$ cat config.mk
export PLATFORM = sky130hd
export DESIGN_NAME = runstop_ctrl
export DESIGN_NICKNAME = d
export VERILOG_FILES = /design/src/rtl/runstop_pkg.sv /design/src/rtl/runstop_control.sv /design/src/rtl/runstop_datapath.sv /design/src/rtl/runstop_ctrl.sv
export SDC_FILE = /design/constraint.sdc
export NUM_CORES = 1
export LEC_CHECK = 0
export BUFFER_PORTS_ARGS = -buffer_cell sky130_fd_sc_hd__buf_4
export CAP_MARGIN = 20
export CORE_AREA = 2 2 107 109
export CTS_BUF_LIST = sky130_fd_sc_hd__clkbuf_8
export CTS_CLUSTER_DIAMETER = 60
export DETAILED_ROUTE_END_ITERATION = 7
export DIE_AREA = 0 0 109 111
export GPL_TIMING_DRIVEN = 0
export PLACE_DENSITY = 0.65
export SLEW_MARGIN = 20
export SYNTH_ARGS = -nofsm -noshare
export SYNTH_HDL_FRONTEND = slang
export SYNTH_HIERARCHICAL = 1
export SYNTH_SLANG_ARGS = --single-unit
$ cat constraint.sdc
create_clock -name clk -period 2.65 [get_ports clk]
set_input_delay 0.53 -clock clk [delete_from_list [all_inputs] [get_ports clk]]
set_output_delay 0.53 -clock clk [all_outputs]
set_load 0.05 [all_outputs]
$ cat src/rtl/runstop_pkg.sv
package runstop_pkg;

  localparam int DATA_W = 64;

  localparam logic [15:0] LOCAL_BASE = 16'h2000;
  localparam logic [15:0] OTHER_BASE = 16'h4000;
  localparam logic [15:0] OFS_RUN    = 16'h0000;
  localparam logic [15:0] OFS_STOP   = 16'h0008;
  localparam logic [15:0] OFS_STATUS = 16'h0010;

  // Strobes from control to datapath
  typedef struct packed {
    logic preload;
    logic runStb;
    logic stopStb;
    logic statusRd;
  } ctrl_t;

  function automatic logic [DATA_W-1:0] vpMask(input int n);
    if (n >= DATA_W) return '1;
    return (DATA_W'(1) << n) - DATA_W'(1);
  endfunction

endpackage

$ cat src/rtl/runstop_control.sv
module runstop_control
  import runstop_pkg::*;
#(
  parameter int ADDR_W = 16
) (
  input  logic              clk,
  input  logic              rstN,
  input  logic              reqValid,
  output logic              reqReady,
  input  logic              reqWrite,
  input  logic [ADDR_W-1:0] reqAddr,
  output logic              rspValid,
  output ctrl_t             ctrl
);

  localparam logic [ADDR_W-1:0] A_RUN_L  = ADDR_W'(LOCAL_BASE + OFS_RUN);
  localparam logic [ADDR_W-1:0] A_RUN_O  = ADDR_W'(OTHER_BASE + OFS_RUN);
  localparam logic [ADDR_W-1:0] A_STOP_L = ADDR_W'(LOCAL_BASE + OFS_STOP);
  localparam logic [ADDR_W-1:0] A_STOP_O = ADDR_W'(OTHER_BASE + OFS_STOP);
  localparam logic [ADDR_W-1:0] A_STAT_L = ADDR_W'(LOCAL_BASE + OFS_STATUS);
  localparam logic [ADDR_W-1:0] A_STAT_O = ADDR_W'(OTHER_BASE + OFS_STATUS);

  logic initDone;
  logic accept;
  logic hitRun, hitStop, hitStatus;

  assign reqReady  = initDone;
  assign accept    = reqValid && reqReady;
  assign hitRun    = (reqAddr == A_RUN_L)  || (reqAddr == A_RUN_O);
  assign hitStop   = (reqAddr == A_STOP_L) || (reqAddr == A_STOP_O);
  assign hitStatus = (reqAddr == A_STAT_L) || (reqAddr == A_STAT_O);

  always_comb begin
    ctrl.preload  = rstN && !initDone;
    ctrl.runStb   = accept && reqWrite && hitRun;
    ctrl.stopStb  = accept && reqWrite && hitStop;
    ctrl.statusRd = accept && !reqWrite && hitStatus;
  end

  always_ff @(posedge clk) begin
    if (!rstN) begin
      initDone <= 1'b0;
      rspValid <= 1'b0;
    end else begin
      initDone <= 1'b1;
      rspValid <= accept && !reqWrite;
    end
  end

  // a response only ever follows an accepted read
  a_r6_rsp_after_read: assert property (@(posedge clk) disable iff (!rstN)
    rspValid |-> $past(reqValid && reqReady && !reqWrite));

  // the bus is held off for one cycle only, for the start-set preload
  a_r2_ready_after_preload: assert property (@(posedge clk) disable iff (!rstN)
    !reqReady |=> reqReady);

  // run and stop strobes are exclusive
  a_r3_strobe_excl: assert property (@(posedge clk) disable iff (!rstN)
    !(ctrl.runStb && ctrl.stopStb));

endmodule

$ cat src/rtl/runstop_datapath.sv
module runstop_datapath
  import runstop_pkg::*;
#(
  parameter int              NUM_VP    = 1,
  parameter logic [DATA_W-1:0] START_SET = 64'h1
) (
  input  logic              clk,
  input  logic              rstN,
  input  ctrl_t             ctrl,
  input  logic [DATA_W-1:0] wdata,
  output logic [DATA_W-1:0] running,
  output logic [DATA_W-1:0] wakePulse,
  output logic [DATA_W-1:0] haltPulse,
  output logic [DATA_W-1:0] rdata
);

  localparam logic [DATA_W-1:0] VP_MASK = vpMask(NUM_VP);

  logic [DATA_W-1:0] setReq, clrReq, newWake, newHalt;

  always_comb begin
    if (ctrl.preload)     setReq = START_SET & VP_MASK;
    else if (ctrl.runStb) setReq = wdata & VP_MASK;
    else                  setReq = '0;
    clrReq  = ctrl.stopStb ? (wdata & VP_MASK) : '0;
    newWake = setReq & ~running;
    newHalt = clrReq & running;
  end

  always_ff @(posedge clk) begin
    if (!rstN) begin
      running   <= '0;
      wakePulse <= '0;
      haltPulse <= '0;
      rdata     <= '0;
    end else begin
      running   <= (running | setReq) & ~clrReq;
      wakePulse <= newWake;
      haltPulse <= newHalt;
      rdata     <= ctrl.statusRd ? running : '0;
    end
  end

  // a wake pulse never names a processor that was already running
  a_r3_wake_only_new: assert property (@(posedge clk) disable iff (!rstN)
    (wakePulse & $past(running)) == '0);

  // every woken processor is now running
  a_r3_woken_running: assert property (@(posedge clk) disable iff (!rstN)
    (running & wakePulse) == wakePulse);

  // a halt pulse only names processors that were running, now stopped
  a_r4_halt_only_running: assert property (@(posedge clk) disable iff (!rstN)
    ((haltPulse & ~$past(running)) == '0) && ((haltPulse & running) == '0));

  // nothing outside the valid processors is ever set
  a_r5_mask: assert property (@(posedge clk) disable iff (!rstN)
    ((running | wakePulse | haltPulse) & ~VP_MASK) == '0);

endmodule

$ cat src/rtl/runstop_ctrl.sv
module runstop_ctrl
  import runstop_pkg::*;
#(
  parameter int                NUM_VP    = 1,
  parameter logic [DATA_W-1:0] START_SET = 64'h1,
  parameter int                ADDR_W    = 16
) (
  input  logic              clk,
  input  logic              rstN,
  input  logic              reqValid,
  output logic              reqReady,
  input  logic              reqWrite,
  input  logic [ADDR_W-1:0] reqAddr,
  input  logic [DATA_W-1:0] reqWdata,
  output logic              rspValid,
  output logic [DATA_W-1:0] rspRdata,
  output logic [DATA_W-1:0] wakePulse,
  output logic [DATA_W-1:0] haltPulse
);

  localparam logic [DATA_W-1:0] VP_MASK = vpMask(NUM_VP);

  // configuration checks at elaboration
  if (NUM_VP < 1 || NUM_VP > DATA_W) begin : g_bad_count
    $error("runstop_ctrl: NUM_VP must be 1..64");
  end
  if ((START_SET & ~VP_MASK) != '0) begin : g_bad_start
    $error("runstop_ctrl: START_SET names processors at or above NUM_VP");
  end

  ctrl_t             ctrl;
  logic [DATA_W-1:0] running;

  runstop_control #(.ADDR_W(ADDR_W)) u_control (
    .clk      (clk),
    .rstN     (rstN),
    .reqValid (reqValid),
    .reqReady (reqReady),
    .reqWrite (reqWrite),
    .reqAddr  (reqAddr),
    .rspValid (rspValid),
    .ctrl     (ctrl)
  );

  runstop_datapath #(.NUM_VP(NUM_VP), .START_SET(START_SET)) u_datapath (
    .clk       (clk),
    .rstN      (rstN),
    .ctrl      (ctrl),
    .wdata     (reqWdata),
    .running   (running),
    .wakePulse (wakePulse),
    .haltPulse (haltPulse),
    .rdata     (rspRdata)
  );

  // read data outside a response is always zero
  a_r8_rdata_quiet: assert property (@(posedge clk) disable iff (!rstN)
    !rspValid |-> (rspRdata == '0));

endmodule

# Word-level counts from Yosys, hierarchy flattened
# Cells that the tools add are included.
[totals]
word_cells = 35
ff_bits = 258
output_inout_bits = 194
[classes]
mux = 4
n_reduce_logical = 13
bitwise = 6
eq_ne = 6
[op_table]
columns = ["cell", "n"]
rows = [
  ["$and 64x64->64", 3],
  ["$not 64->64", 2],
  ["$or 64x64->64", 1],
  ["$eq 16x14->1 const B", 3],
  ["$eq 16x15->1 const B", 3],
  ["$logic_and 1x1->1", 7],
  ["$mux 1", 4],
  ["$logic_or 1x1->1", 3],
  ["$logic_not 1->1", 2],
  ["$reduce_and 2->1", 1],
]

# Longest topological paths before layout
[logic_depth]
word_depth = 7
mapped_depth = 5
ltp_nobuf = 5

# Cells and area by module
# The synthesis kept the hierarchy.
[by_module_without_submodules]
columns = ["module", "cells_each", "area_each_um2", "instances"]
rows = [
  ["runstop_datapath", 265, 2020.7, 1],
  ["runstop_control", 17, 135.1, 1],
]

# Least setup slack after synthesis
# Ideal clock, no wire load.
[synth_timing]
path_kind = "input-to-reg"
startpoint = "in reqAddr[1]"
endpoint = "reg u_datapath.running[0]"
path_slack_ps = 1063
n_path_buf = 0
stages = 5
arrival_time_ps = 1527
setup_time_ps = 59
cell_sequence = "nor4_2 nand4_1 nor4_1 a211o_1 and3_1"
[synth_lines]
columns = ["element", "line", "text"]
rows = [
  ["start: declaration", "runstop_ctrl.sv:13", "input logic [ADDR_W-1:0] reqAddr,"],
  ["end signal: assignment", "runstop_datapath.sv:37", "running <= (running | setReq) & ~clrReq;"],
  ["end: declaration", "runstop_datapath.sv:11", "output logic [DATA_W-1:0] running,"],
]

==> run_results.csv <==
group,metric,value,unit
drt,drt-vias-per-instance,2.21,
drt,top_layer,"met4",
timing,hold_slack,0.462,ns
placement,globalplace.congestion,0.686,
timing,post-route-period-util,63.1,%
drt,route.vias.total,1277,
placement,place_hpwl,2.98,mm
global_route,first_global_vias,833,
pwr,power_density,389,nW/µm²
global_route,globalRouteOverflowTotal,0,
layout,area_delta_synth_final,66.2,%
yosys,synth-warning-count,6,
timing,setup_violations,0,
floorplan,full_die_area,12100,µm²
pwr,p_leak,1.89,nW
timing,slew_viol_final,0,
flow_run,timing.max_cap.violations,0,
drt,dr_wl_met3,668,µm
worst_setup_path,crit_chain,"buf_4 > nor4_2 > nand4_1 > nor4_1 > a21oi_1 > nor3b_1",
layout,antennaDiodeCount,0,
drt,drc,0,
floorplan,floorplan.initialDensity,15.2,%
layout,fillCellCount,1235,
clocking,cts-htree-levels,1,
worst_setup_path,critical_path_maximum_fanout,3,
drt,wl_met1,629,µm
clocking,cts_hold_buf,0,
clocking,worst_setup_hold_path_clk_slew,0.04,ns
floorplan,number_of_standard_cell_rows_in_the_floorplan,39,
timing,max_freq,0.598,GHz
global_route,track_usage,3.71,%
layout,drive_above_1_share,50.1,%
timing,fin_ws,0.977,ns
clocking,clock_insertion_delay_worst_skew,0.22,ns
timing,post-route-min-period,1.67,ns
drt,wirelength,2.98,mm
timing,finalClockSkew,0.00133,ns
layout,final_nets,521,
clocking,tritoncts.num_buffers,3,
global_route,number_of_antenna_violations_at_the_first_check_in_global_routing,0,
yosys,syn_area_per_cell,7.68,µm²
global_route,grt_first_pass_wirelength,3.63,mm
worst_setup_path,critPathTopFamily,"simple AND/OR/NAND/NOR gates",
floorplan,core,11100,µm²
drt,firstDrtPassIters,4,
worst_setup_path,critPathLaunchType,"primary input",
clocking,clkSinkCount,6,
worst_setup_path,worst-endpoint-arrival,1.81,ns
clocking,tritoncts,"yes",
clocking,postCtsSetupRepairBufs,0,
worst_setup_path,setup.worst_path.end_class,"register",
worst_setup_path,setup.worst_path.class,"in2reg",
placement,dp_worst_setup_slack,0.722,ns
timing,grt_setup_unrepaired,"no",
floorplan,die_height,111,µm
pwr,overall_power,1.09,mW
timing,setup-tns-final,0,ns
clocking,clock_buffer_depth,2,
min_path,hold_class,"in2reg",
drt,drt-wirelength-per-cell,5.16,µm
worst_setup_path,path_buf_inv,1,
yosys,netlist_instances,219,
worst_setup_path,critical_path.slowest_cell,"nor4_1",
drt,wl_met2,1.67,mm
global_route,grt_max_degree,8,
worst_setup_path,critical_path_required,2.79,ns
drt,drt-initial-drc-count,12,
floorplan,die_x,109,µm
floorplan,pin_count,278,
clocking,cell_at_the_root_of_the_clock_tree,"clkbuf_8",
yosys,synth.cell_area,1680,µm²
status,outcome,"finished clean",
placement,port-buffer-count,25,
clocking,post_cts.resized_instances,0,
timing,timing.final.hold_violations,0,
worst_setup_path,critical-path-max-stage-delay,0.35,ns
pwr,vdd.ir_drop.worst,0.000176,V
drt,route.antenna.remaining_nets,0,
-- final timing paths --
check | end | from | cells past startpoint | slack [ns]
setup / recovery | u_datapath/wakePulse[0] | reqAddr[1] | 6 | 0.98
hold / removal | u_control/reqReady | rstN | 1 | 0.46
setup reg to reg | u_datapath/wakePulse[0] | u_control/reqReady | 4 | 1.38
hold reg to reg | u_datapath/haltPulse[0] | u_datapath/running[0] | 2 | 0.46
-- cell type report --
type                    count  area [µm²]  share of cell area (%)
flip-flops and latches      6         120                    4.30
repair buffers             25         188                    6.71
clock buffers               3        41.3                    1.48
multi-input cells         211         846                    30.2
well taps                 143         179                    6.40
inverters                   1        3.75                   0.134
plain buffers             189        1420                    50.7
-- power by group --
group,switching (mW),internal (mW)
Sequential,0.00206,0.0938
Clock,0.0363,0.0973
Combinational,0.641,0.217
Total,0.679,0.408
-- placed cells by master, fill, tap and decap left out, types with 2 or more instances in the layout --
master / instances
clkbuf_8: 3
nand2_1: 4
conb_1: 189
and3_1: 2
nor2_1: 2
buf_4: 214
dfxtp_1: 6
nor4_1: 4
-- through the flow --
stage	utilization [%]	instances	area [µm²]
final	25.2	578	2800
after global placement	24.9	575	2760
after global routing	25.2	578	2800
after floorplan	-	407	2390
after CTS	25.2	578	2800
after detailed placement	24.9	575	2760
-- per-layer routing --
metal	GRT usage, %	up-vias
met4	1.03	0
met1	2.38	423
met2	8.78	120
met5	0	-
met3	1.06	2
li1	-	732
-- registers in the layout, indices dropped and copies added, names as in the netlist --
name	flops
u_control/reqReady	1
u_control/rspValid	1
u_datapath/haltPulse	1
u_datapath/rdata	1
u_datapath/running	1
u_datapath/wakePulse	1
No activity file was read; power rests on OpenSTA's default activity.
